File: config.mk
export PLATFORM = sky130hd
export DESIGN_NAME = adc_par_reader
export DESIGN_NICKNAME = d
export VERILOG_FILES = /design/src/rtl/adc_rd_pkg.sv /design/src/rtl/adc_busy_watch.sv /design/src/rtl/adc_bus_seq.sv /design/src/rtl/adc_sample_pack.sv /design/src/rtl/adc_par_reader.sv
export SDC_FILE = /design/constraint.sdc
export NUM_CORES = 1
export LEC_CHECK = 0
export ABC_AREA = 1
export BUFFER_PORTS_ARGS = -buffer_cell sky130_fd_sc_hd__buf_4
export CORE_UTILIZATION = 57
export DETAILED_ROUTE_END_ITERATION = 10
export HOLD_SLACK_MARGIN = 0.03
export PLACE_DENSITY = 0.83
export SKIP_LAST_GASP = 1
export SYNTH_ARGS = -nofsm -noshare
export SYNTH_HDL_FRONTEND = slang
export SYNTH_SLANG_ARGS = --single-unit
File: constraint.sdc
create_clock -name clk -period 2.45 [get_ports clk]
set_clock_uncertainty 0.1 [all_clocks]
set_input_delay 0.245 -clock clk [delete_from_list [all_inputs] [get_ports clk]]
set_output_delay 0.245 -clock clk [all_outputs]
set_load 0.01 [all_outputs]
File: src/rtl/adc_rd_pkg.sv
package adc_rd_pkg;

    localparam int RES_W  = 12;
    localparam int BYTE_W = 8;
    localparam int NIB_W  = RES_W - BYTE_W;
    localparam int CHAN_W = 2;

    typedef enum logic [1:0] {
        SQ_IDLE,
        SQ_LOW,
        SQ_GAP,
        SQ_TURN
    } seq_st_e;

    typedef struct packed {
        logic [RES_W-1:0]  data;
        logic [CHAN_W-1:0] chan;
        logic              err;
    } sample_t;

    function automatic sample_t pack_word(input logic [RES_W-1:0] bus,
                                          input logic ten);
        sample_t s;
        s.data = ten ? {2'b00, bus[RES_W-1:2]} : bus;
        s.chan = '0;
        s.err  = 1'b0;
        return s;
    endfunction

    function automatic sample_t pack_bytes(input logic [BYTE_W-1:0] lo,
                                           input logic [BYTE_W-1:0] hi,
                                           input logic ten);
        sample_t s;
        if (ten)
            s.data = {2'b00, hi[NIB_W-1:0], lo[BYTE_W-1:2]};
        else
            s.data = {hi[NIB_W-1:0], lo};
        s.chan = hi[NIB_W+CHAN_W-1:NIB_W];
        s.err  = |hi[BYTE_W-1:NIB_W+CHAN_W];
        return s;
    endfunction

endpackage

File: src/rtl/adc_busy_watch.sv
module adc_busy_watch (
    input  logic clk,
    input  logic rst,
    input  logic busy,
    input  logic take,
    output logic pend
);
    logic busy_q;
    logic fall;

    assign fall = busy_q & ~busy;

    always_ff @(posedge clk) begin
        if (rst) begin
            busy_q <= 1'b0;
            pend   <= 1'b0;
        end else begin
            busy_q <= busy;
            pend   <= (pend | fall) & ~take;
        end
    end
endmodule

File: src/rtl/adc_bus_seq.sv
module adc_bus_seq
    import adc_rd_pkg::*;
#(
    parameter int LOW_CYC  = 3,
    parameter int TURN_CYC = 2
) (
    input  logic clk,
    input  logic rst,
    input  logic go,
    input  logic word_mode,
    input  logic ten_bit,
    output logic take,
    output logic cs_n,
    output logic rd_n,
    output logic hben,
    output logic cap_lo,
    output logic cap_last,
    output logic word_q,
    output logic ten_q
);
    localparam int MAX_C = (LOW_CYC > TURN_CYC) ? LOW_CYC : TURN_CYC;
    localparam int CNT_W = $clog2(MAX_C + 1);
    localparam logic [CNT_W-1:0] LOW_END  = CNT_W'(LOW_CYC - 1);
    localparam logic [CNT_W-1:0] TURN_END = CNT_W'(TURN_CYC - 1);

    seq_st_e          st;
    logic [CNT_W-1:0] cnt;
    logic             cap;

    assign take     = (st == SQ_IDLE) && go;
    assign cap      = (st == SQ_LOW) && (cnt == LOW_END);
    assign cap_lo   = cap && !word_q && !hben;
    assign cap_last = cap && (word_q || hben);

    always_ff @(posedge clk) begin
        if (rst) begin
            st     <= SQ_IDLE;
            cnt    <= '0;
            cs_n   <= 1'b1;
            rd_n   <= 1'b1;
            hben   <= 1'b0;
            word_q <= 1'b0;
            ten_q  <= 1'b0;
        end else begin
            case (st)
                SQ_IDLE: begin
                    if (take) begin
                        st     <= SQ_LOW;
                        cnt    <= '0;
                        cs_n   <= 1'b0;
                        rd_n   <= 1'b0;
                        hben   <= 1'b0;
                        word_q <= word_mode;
                        ten_q  <= ten_bit;
                    end
                end
                SQ_LOW: begin
                    if (cap) begin
                        rd_n <= 1'b1;
                        cnt  <= '0;
                        if (cap_lo) begin
                            st   <= SQ_GAP;
                            hben <= 1'b1;
                        end else begin
                            st   <= SQ_TURN;
                            cs_n <= 1'b1;
                            hben <= 1'b0;
                        end
                    end else begin
                        cnt <= cnt + 1'b1;
                    end
                end
                SQ_GAP: begin
                    if (cnt == TURN_END) begin
                        st   <= SQ_LOW;
                        cnt  <= '0;
                        rd_n <= 1'b0;
                    end else begin
                        cnt <= cnt + 1'b1;
                    end
                end
                SQ_TURN: begin
                    if (cnt == TURN_END) begin
                        st  <= SQ_IDLE;
                        cnt <= '0;
                    end else begin
                        cnt <= cnt + 1'b1;
                    end
                end
                default: st <= SQ_IDLE;
            endcase
        end
    end
endmodule

File: src/rtl/adc_sample_pack.sv
module adc_sample_pack
    import adc_rd_pkg::*;
(
    input  logic             clk,
    input  logic             rst,
    input  logic [RES_W-1:0] bus,
    input  logic             cap_lo,
    input  logic             cap_last,
    input  logic             word_q,
    input  logic             ten_q,
    input  logic             ready,
    output sample_t          samp,
    output logic             valid
);
    logic [BYTE_W-1:0] lo_q;
    sample_t           next_s;

    always_comb begin
        if (word_q)
            next_s = pack_word(bus, ten_q);
        else
            next_s = pack_bytes(lo_q, bus[BYTE_W-1:0], ten_q);
    end

    always_ff @(posedge clk) begin
        if (rst) begin
            lo_q  <= '0;
            samp  <= '0;
            valid <= 1'b0;
        end else begin
            if (cap_lo)
                lo_q <= bus[BYTE_W-1:0];
            if (cap_last) begin
                samp  <= next_s;
                valid <= 1'b1;
            end else if (ready) begin
                valid <= 1'b0;
            end
        end
    end
endmodule

File: src/rtl/adc_par_reader.sv
module adc_par_reader
    import adc_rd_pkg::*;
#(
    parameter int RD_LOW_CYC = 3,
    parameter int ACCESS_CYC = 2,
    parameter int TURN_CYC   = 2
) (
    input  logic              clk,
    input  logic              rst,
    input  logic              word_mode,
    input  logic              ten_bit,
    input  logic              busy,
    input  logic [RES_W-1:0]  bus_in,
    output logic              cs_n,
    output logic              rd_n,
    output logic              hben,
    input  logic              samp_ready,
    output logic              samp_valid,
    output logic [RES_W-1:0]  samp_data,
    output logic [CHAN_W-1:0] samp_chan,
    output logic              samp_err
);
    localparam int LOW_CYC = (RD_LOW_CYC > ACCESS_CYC) ? RD_LOW_CYC : ACCESS_CYC + 1;

    logic    pend, take, go;
    logic    cap_lo, cap_last, word_q, ten_q;
    sample_t samp;

    assign go = pend && !busy && !samp_valid;

    adc_busy_watch u_watch (
        .clk  (clk),
        .rst  (rst),
        .busy (busy),
        .take (take),
        .pend (pend)
    );

    adc_bus_seq #(
        .LOW_CYC  (LOW_CYC),
        .TURN_CYC (TURN_CYC)
    ) u_seq (
        .clk       (clk),
        .rst       (rst),
        .go        (go),
        .word_mode (word_mode),
        .ten_bit   (ten_bit),
        .take      (take),
        .cs_n      (cs_n),
        .rd_n      (rd_n),
        .hben      (hben),
        .cap_lo    (cap_lo),
        .cap_last  (cap_last),
        .word_q    (word_q),
        .ten_q     (ten_q)
    );

    adc_sample_pack u_pack (
        .clk      (clk),
        .rst      (rst),
        .bus      (bus_in),
        .cap_lo   (cap_lo),
        .cap_last (cap_last),
        .word_q   (word_q),
        .ten_q    (ten_q),
        .ready    (samp_ready),
        .samp     (samp),
        .valid    (samp_valid)
    );

    assign samp_data = samp.data;
    assign samp_chan = samp.chan;
    assign samp_err  = samp.err;
endmodule

Yosys cells after proc, flatten, opt, wreduce, memory -nomap -nowiden
Cells that the tools add are included.
{ "word_totals": {"wordCells": 78, "output_inout_bits": 19, "ff_bits": 35, "in_bits": 18} }
{ "classes": {"n_eq_ne": 10, "bitwise": 5, "reduce_logical": 23, "add_sub_neg": 1, "muxes": 25} }
{ "op_table": {"columns": ["operator", "count"], "rows": [
  ["$mux W12", 2],
  ["$mux W15", 1],
  ["$mux W2", 7],
  ["$reduce_and A4 Y1", 3],
  ["$mux W1", 10],
  ["$pmux W2 S4", 1],
  ["$logic_and A1 B1 Y1", 7],
  ["$eq A2 B2 Y1 const B", 3],
  ["$ne A2 B1 Y1 const B", 3],
  ["$pmux W2 S3", 1],
  ["$eq A2 B1 Y1 const B", 2],
  ["$logic_not A1 Y1", 4],
  ["$ne A2 B2 Y1 const B", 2],
  ["$pmux W1 S2", 2],
  ["$reduce_bool A2 Y1", 2],
  ["$reduce_or A2 Y1", 2],
  ["$pmux W1 S3", 1],
  ["$reduce_and A3 Y1", 1],
  ["$reduce_bool A3 Y1", 1],
  ["$add A2 B1 Y2 const B", 1],
  ["$and A1 B1 Y1", 2],
  ["$logic_not A2 Y1", 1],
  ["$not A1 Y1", 2],
  ["$reduce_and A2 Y1", 1],
  ["other kinds (2)", 2]
]} }

Depth between registers and ports, before layout
{ "logic_depth": {"depth_word": 7, "mapped_depth": 9} }

By module
Synthesis repeated with hierarchy kept, for this count alone.
{ "unflattened": {"cells_unflattened": 273, "hier_area_um2": 1741.7} }
{ "by_module_without_submodules": {"columns": ["module", "instances", "cells_each", "area_each_um2"], "rows": [
  ["adc_sample_pack", 1, 193, 1212.4],
  ["adc_bus_seq", 1, 67, 437.9],
  ["adc_busy_watch", 1, 10, 77.6],
  ["adc_par_reader", 1, 3, 13.8]
]} }

Worst setup path before layout
No wires, ideal clock.
{ "synth_path": {"path_kind": "flip-flop to flip-flop", "startpoint": "register u_seq.st[1]", "endpoint": "register, netlist name u_pack.samp[7]", "path_slack_ns": 1.204, "arrival_ns": 1.029, "path_stages_with_launch": 10, "cell_sequence": "dfxtp_1 > inv_2 > nand2_2 > inv_2 > nand2_4 > nor2_8 > inv_4 > buf_6 > nor2_1 > nor2_1"} }
{ "synth_via": {"elab_chain_len": 3} }
{ "synth_lines": {"columns": ["item", "line", "rtl"], "rows": [
  ["from (decl)", "adc_bus_seq.sv:26", "seq_st_e st;"],
  ["from (signal assigned)", "adc_bus_seq.sv:37", "st <= SQ_IDLE;"],
  ["from (signal assigned)", "adc_bus_seq.sv:48", "st <= SQ_LOW;"],
  ["from (signal assigned)", "adc_bus_seq.sv:62", "st <= SQ_GAP;"],
  ["$eq A2 B1 Y1", "adc_bus_seq.sv:31", "assign cap = (st == SQ_LOW) && (cnt == LOW_END);"],
  ["$logic_and A1 B1 Y1", "adc_bus_seq.sv:31", null],
  ["$logic_and A1 B1 Y1", "adc_bus_seq.sv:33", "assign cap_last = cap && (word_q || hben);"]
]} }
Every way passes these cells.
A chain may end at the register's enable or synchronous reset.

Worst setup path in the final report
{ "layout_path": {"startpoint": "register u_seq.ten_q", "endpoint": "register, netlist name u_pack.samp[4]"} }
{ "layout_via": {"elab_chain_len": 2} }
{ "layout_lines": {"columns": ["item", "line", "rtl"], "rows": [
  ["from (decl)", "adc_bus_seq.sv:19", "output logic ten_q"],
  ["from (signal assigned)", "adc_bus_seq.sv:54", "ten_q <= ten_bit;"],
  ["$mux W12, on equally long branches", "adc_rd_pkg.sv:34, adc_rd_pkg.sv:24", null],
  ["$mux W15 *", "adc_sample_pack.sv:19", "if (word_q)"]
]} }
Mark *: on every way between the ends. The rest lies on a longest branch, timed or not.

==> flow_summary_export.csv <==
group,metric,value,unit
synthesis,synth_cell_type_count,21,
setup_path,crit_start,"u_seq.ten_q",
place,dp_cells,296,
global_routing,track_usage,26.3,%
global_routing,grt_overflow,0,
clocking,clock_latency,0.34,ns
synthesis,syn-num-nets,258,
global_routing,globalRouteMet2Util,37.6,%
clocking,cts_root_buffer,"clkbuf_4",
die,initial_core_util,60.5,%
finish,nets,290,
setup_path,cp-end-kind,"flip-flop",
die,io_pins,37,
drt,post_drt_wl_per_cell,13.0,um
global_routing,use_met3,8.37,%
drt,via_count,1636,
global_routing,globalRouteMet1Util,36.7,%
setup_path,crit_chain,"inv_1 -> nand2_1 -> a21oi_1 -> nor3_1 -> nor2_1",
setup_path,reg2reg_to,"u_pack.samp[4]",
setup_path,crit_required,2.58,ns
synthesis,async_flop_share,0,%
setup_path,r2r_slack,0.65,ns
global_routing,busiest_layer,"met2",
global_routing,first_global_vias,1289,
die,die-width,56.1,um
global_routing,grt_pass1_wl,6240,um
clocking,postCtsHoldBufs,0,
die,core_region_area,0.00276,mm2
setup_path,critical_path_class,"flip-flop to flip-flop",
clocking,ctsResizeCount,0,
clocking,cts_htree_levels,2,
drt,drtAntennaViolNets,0,
drt,wl,3920,um
power_and_ir_drop,p_clk_share,27.9,%
sta,slew_headroom,60.7,%
synthesis,syn_inst,240,
min_path,min_from,"samp_ready",
setup_path,critPathMaxFanout,23,
synthesis,synth_area,0.00167,mm2
synthesis,syn_area_per_cell,6.95,um2
place,dp_hpwl,2660,um
min_path,hold_class,"primary input to flip-flop",
clocking,cts_buffers,5,
sta,fin_ws,0.654,ns
synthesis,synth_area_leaders,"dfxtp_1 (42%), o21ai_0 (11%), nand2_1 (9.9%)",
synthesis,synth_flop_cell,"dfxtp_1",
synthesis,yosysWarnings,0,
setup_path,crit_arrival,1.92,ns
power_and_ir_drop,ir_worst_vdd,0.601,mV
drt,drc,0,
finish,num_antenna_cells,0,
synthesis,synth.top_cell.area_share,42.0,%
power_and_ir_drop,cellInternalPower,0.000739,W
outcome,status,"finished clean",
run,maxCapViolCount,0,
power_and_ir_drop,seq_power_share,58.7,%
synthesis,synth_top_cell_by_area,"dfxtp_1",
power_and_ir_drop,power.switching,0.000279,W
sta,final.setup.tns,0,ns
clocking,cts_num_sinks,35,
synthesis,synth_top_cells_by_count,"nand2_1 (44), o21ai_0 (38), dfxtp_1 (35)",
synthesis,synthMostInstantiatedCell,"nand2_1",
die,rows,19,
finish,drive_gt1_share,20.7,%
sta,tightestPinTransition,0.589,ns
place,port_buffers,36,
sta,hold_viol_final,0,
sta,finalCritPeriodShare,73.3,%
die,die_height,56.1,um
place,pre_cts_slack,0.708,ns
sta,clock.fmax,0.557,GHz
finish,finalNonFillerCells,302,
sta,fin_hold_ws,0.0421,ns
sta,final.min_clock_period,1.80,ns
drt,drtPass1Iterations,5,
setup_path,reg2reg_from,"u_seq.ten_q",
finish,num-fill-cells,231,
power_and_ir_drop,cellLeakagePower,0.889,nW
clocking,cts_max_path_buffers,2,
setup_path,worst_path_max_delay_cell,"dfxtp_1",
sta,rsz0062_at_grt,"false",
global_routing,grt_max_degree,24,
clocking,cts_tree,"yes",
sta,setup-violations-final,0,
setup_path,cp-endpoint,"u_pack.samp[4]",
power_and_ir_drop,comb_power_share,13.4,%
setup_path,rr_worst_depth,5,
synthesis,synth-edff-count,0,
drt,first_iter_violations,88,
finish,area_growth,16.9,%
sta,maxSlewViolCount,0,
clocking,path_clk_slew,0.10,ns
synthesis,synth-seq-area-share,42.0,%
power_and_ir_drop,power-per-cell-area,522,mW/mm2
setup_path,slowest_delay,0.61,ns
power_and_ir_drop,switching_share,27.4,%
drt,vias_per_cell,5.42,
global_routing,antenna_found_initial,0,
clocking,post-cts-setup-buffer-count,0,
setup_path,cp-start-kind,"flip-flop",
synthesis,yosys_register_bits,35,
place,gp_congestion,0.836,
die,dieArea,0.00315,mm2
==> worst min-delay path by stage <==
stage	end	slack (ns)	cells after the start
finish	u_pack.valid	0.04	4
global route	u_pack.valid	0.06	4
CTS	u_pack.valid	0.04	4
detailed placement	u_seq.rd_n	0.34	2
global placement	u_seq.rd_n	0.33	2
floorplan	u_seq.hben	0.21	1
==> layout by cell type, fill, tap and decap left out, types with 5 or more instances in the layout <==
cell type  Yosys  layout
dfxtp_1       35      35
buf_4          3      37
inv_1         14      14
nand2_1       44      44
nor2_1        33      33
nand3_1       14      14
clkbuf_4       0       5
inv_2          5       5
o21ai_0       38      38
a21oi_1       32      32
==> registers in the layout (all words and copies together) (netlist names) <==
name	cells
u_pack.lo_q	8
u_pack.samp	15
u_pack.valid	1
u_seq.cnt	2
u_seq.cs_n	1
u_seq.hben	1
u_seq.rd_n	1
u_seq.st	2
u_seq.ten_q	1
u_seq.word_q	1
u_watch.busy_q	1
u_watch.pend	1
==> power groups by stage <==
stage	combinational, W	sequential (W)	clock (W)
after CTS	0.000136	0.000597	0.000288
after floorplan	0.0000876	0.000609	0
after global placement	0.000133	0.000610	0
after detailed placement	0.000134	0.000610	0
final	0.000137	0.000597	0.000284
after global routing	0.000151	0.000600	0.000309
==> metal layers <==
layer / vias up / routed length, um
li1: 843 / -
met1: 732 / 1820
met2: 56 / 1760
met5: - / 0
met4: 0 / 57
met3: 5 / 278
==> worst max-delay path, delay by kind of cell, from the launching register on <==
| kind | cells | cell delay (ns) |
|---|---|---|
| compound gates | 1 | 0.08 |
| buf+inv | 1 | 0.41 |
| flops | 1 | 0.61 |
| simple gates | 3 | 0.48 |
==> through the flow <==
stage          instance area, um2  util (%)  power [W]
2_1_floorplan                1670         -   0.000697
3_3_place_gp                 1910      69.2   0.000743
3_5_place_dp                 1910      69.2   0.000745
4_1_cts                      1950      70.7    0.00102
5_1_grt                      1950      70.7    0.00106
6_report                     1950      70.7    0.00102
==> cell families (layout without fill, tap and decap cells) <==
logic type             Yosys count  after routing  synth area share [%]
buffers and inverters           32             63                  9.23
AO/OA/AOI/OAI                   73             73                  22.3
flip-flops                      35             35                  42.0
AND/OR/NAND/NOR                100            100                  26.5
==> layout make-up <==
type / count / area [um2] / share of cell area (%)
Multi-Input combinational cell: 173 / 813 / 41.7
Sequential cell: 35 / 701 / 35.9
Timing Repair Buffer: 37 / 278 / 14.2
Inverter: 20 / 77.6 / 3.98
Clock buffer: 6 / 41.3 / 2.12
Tap cell: 31 / 38.8 / 1.99
Note: power is estimated with default switching activity, not from simulation.
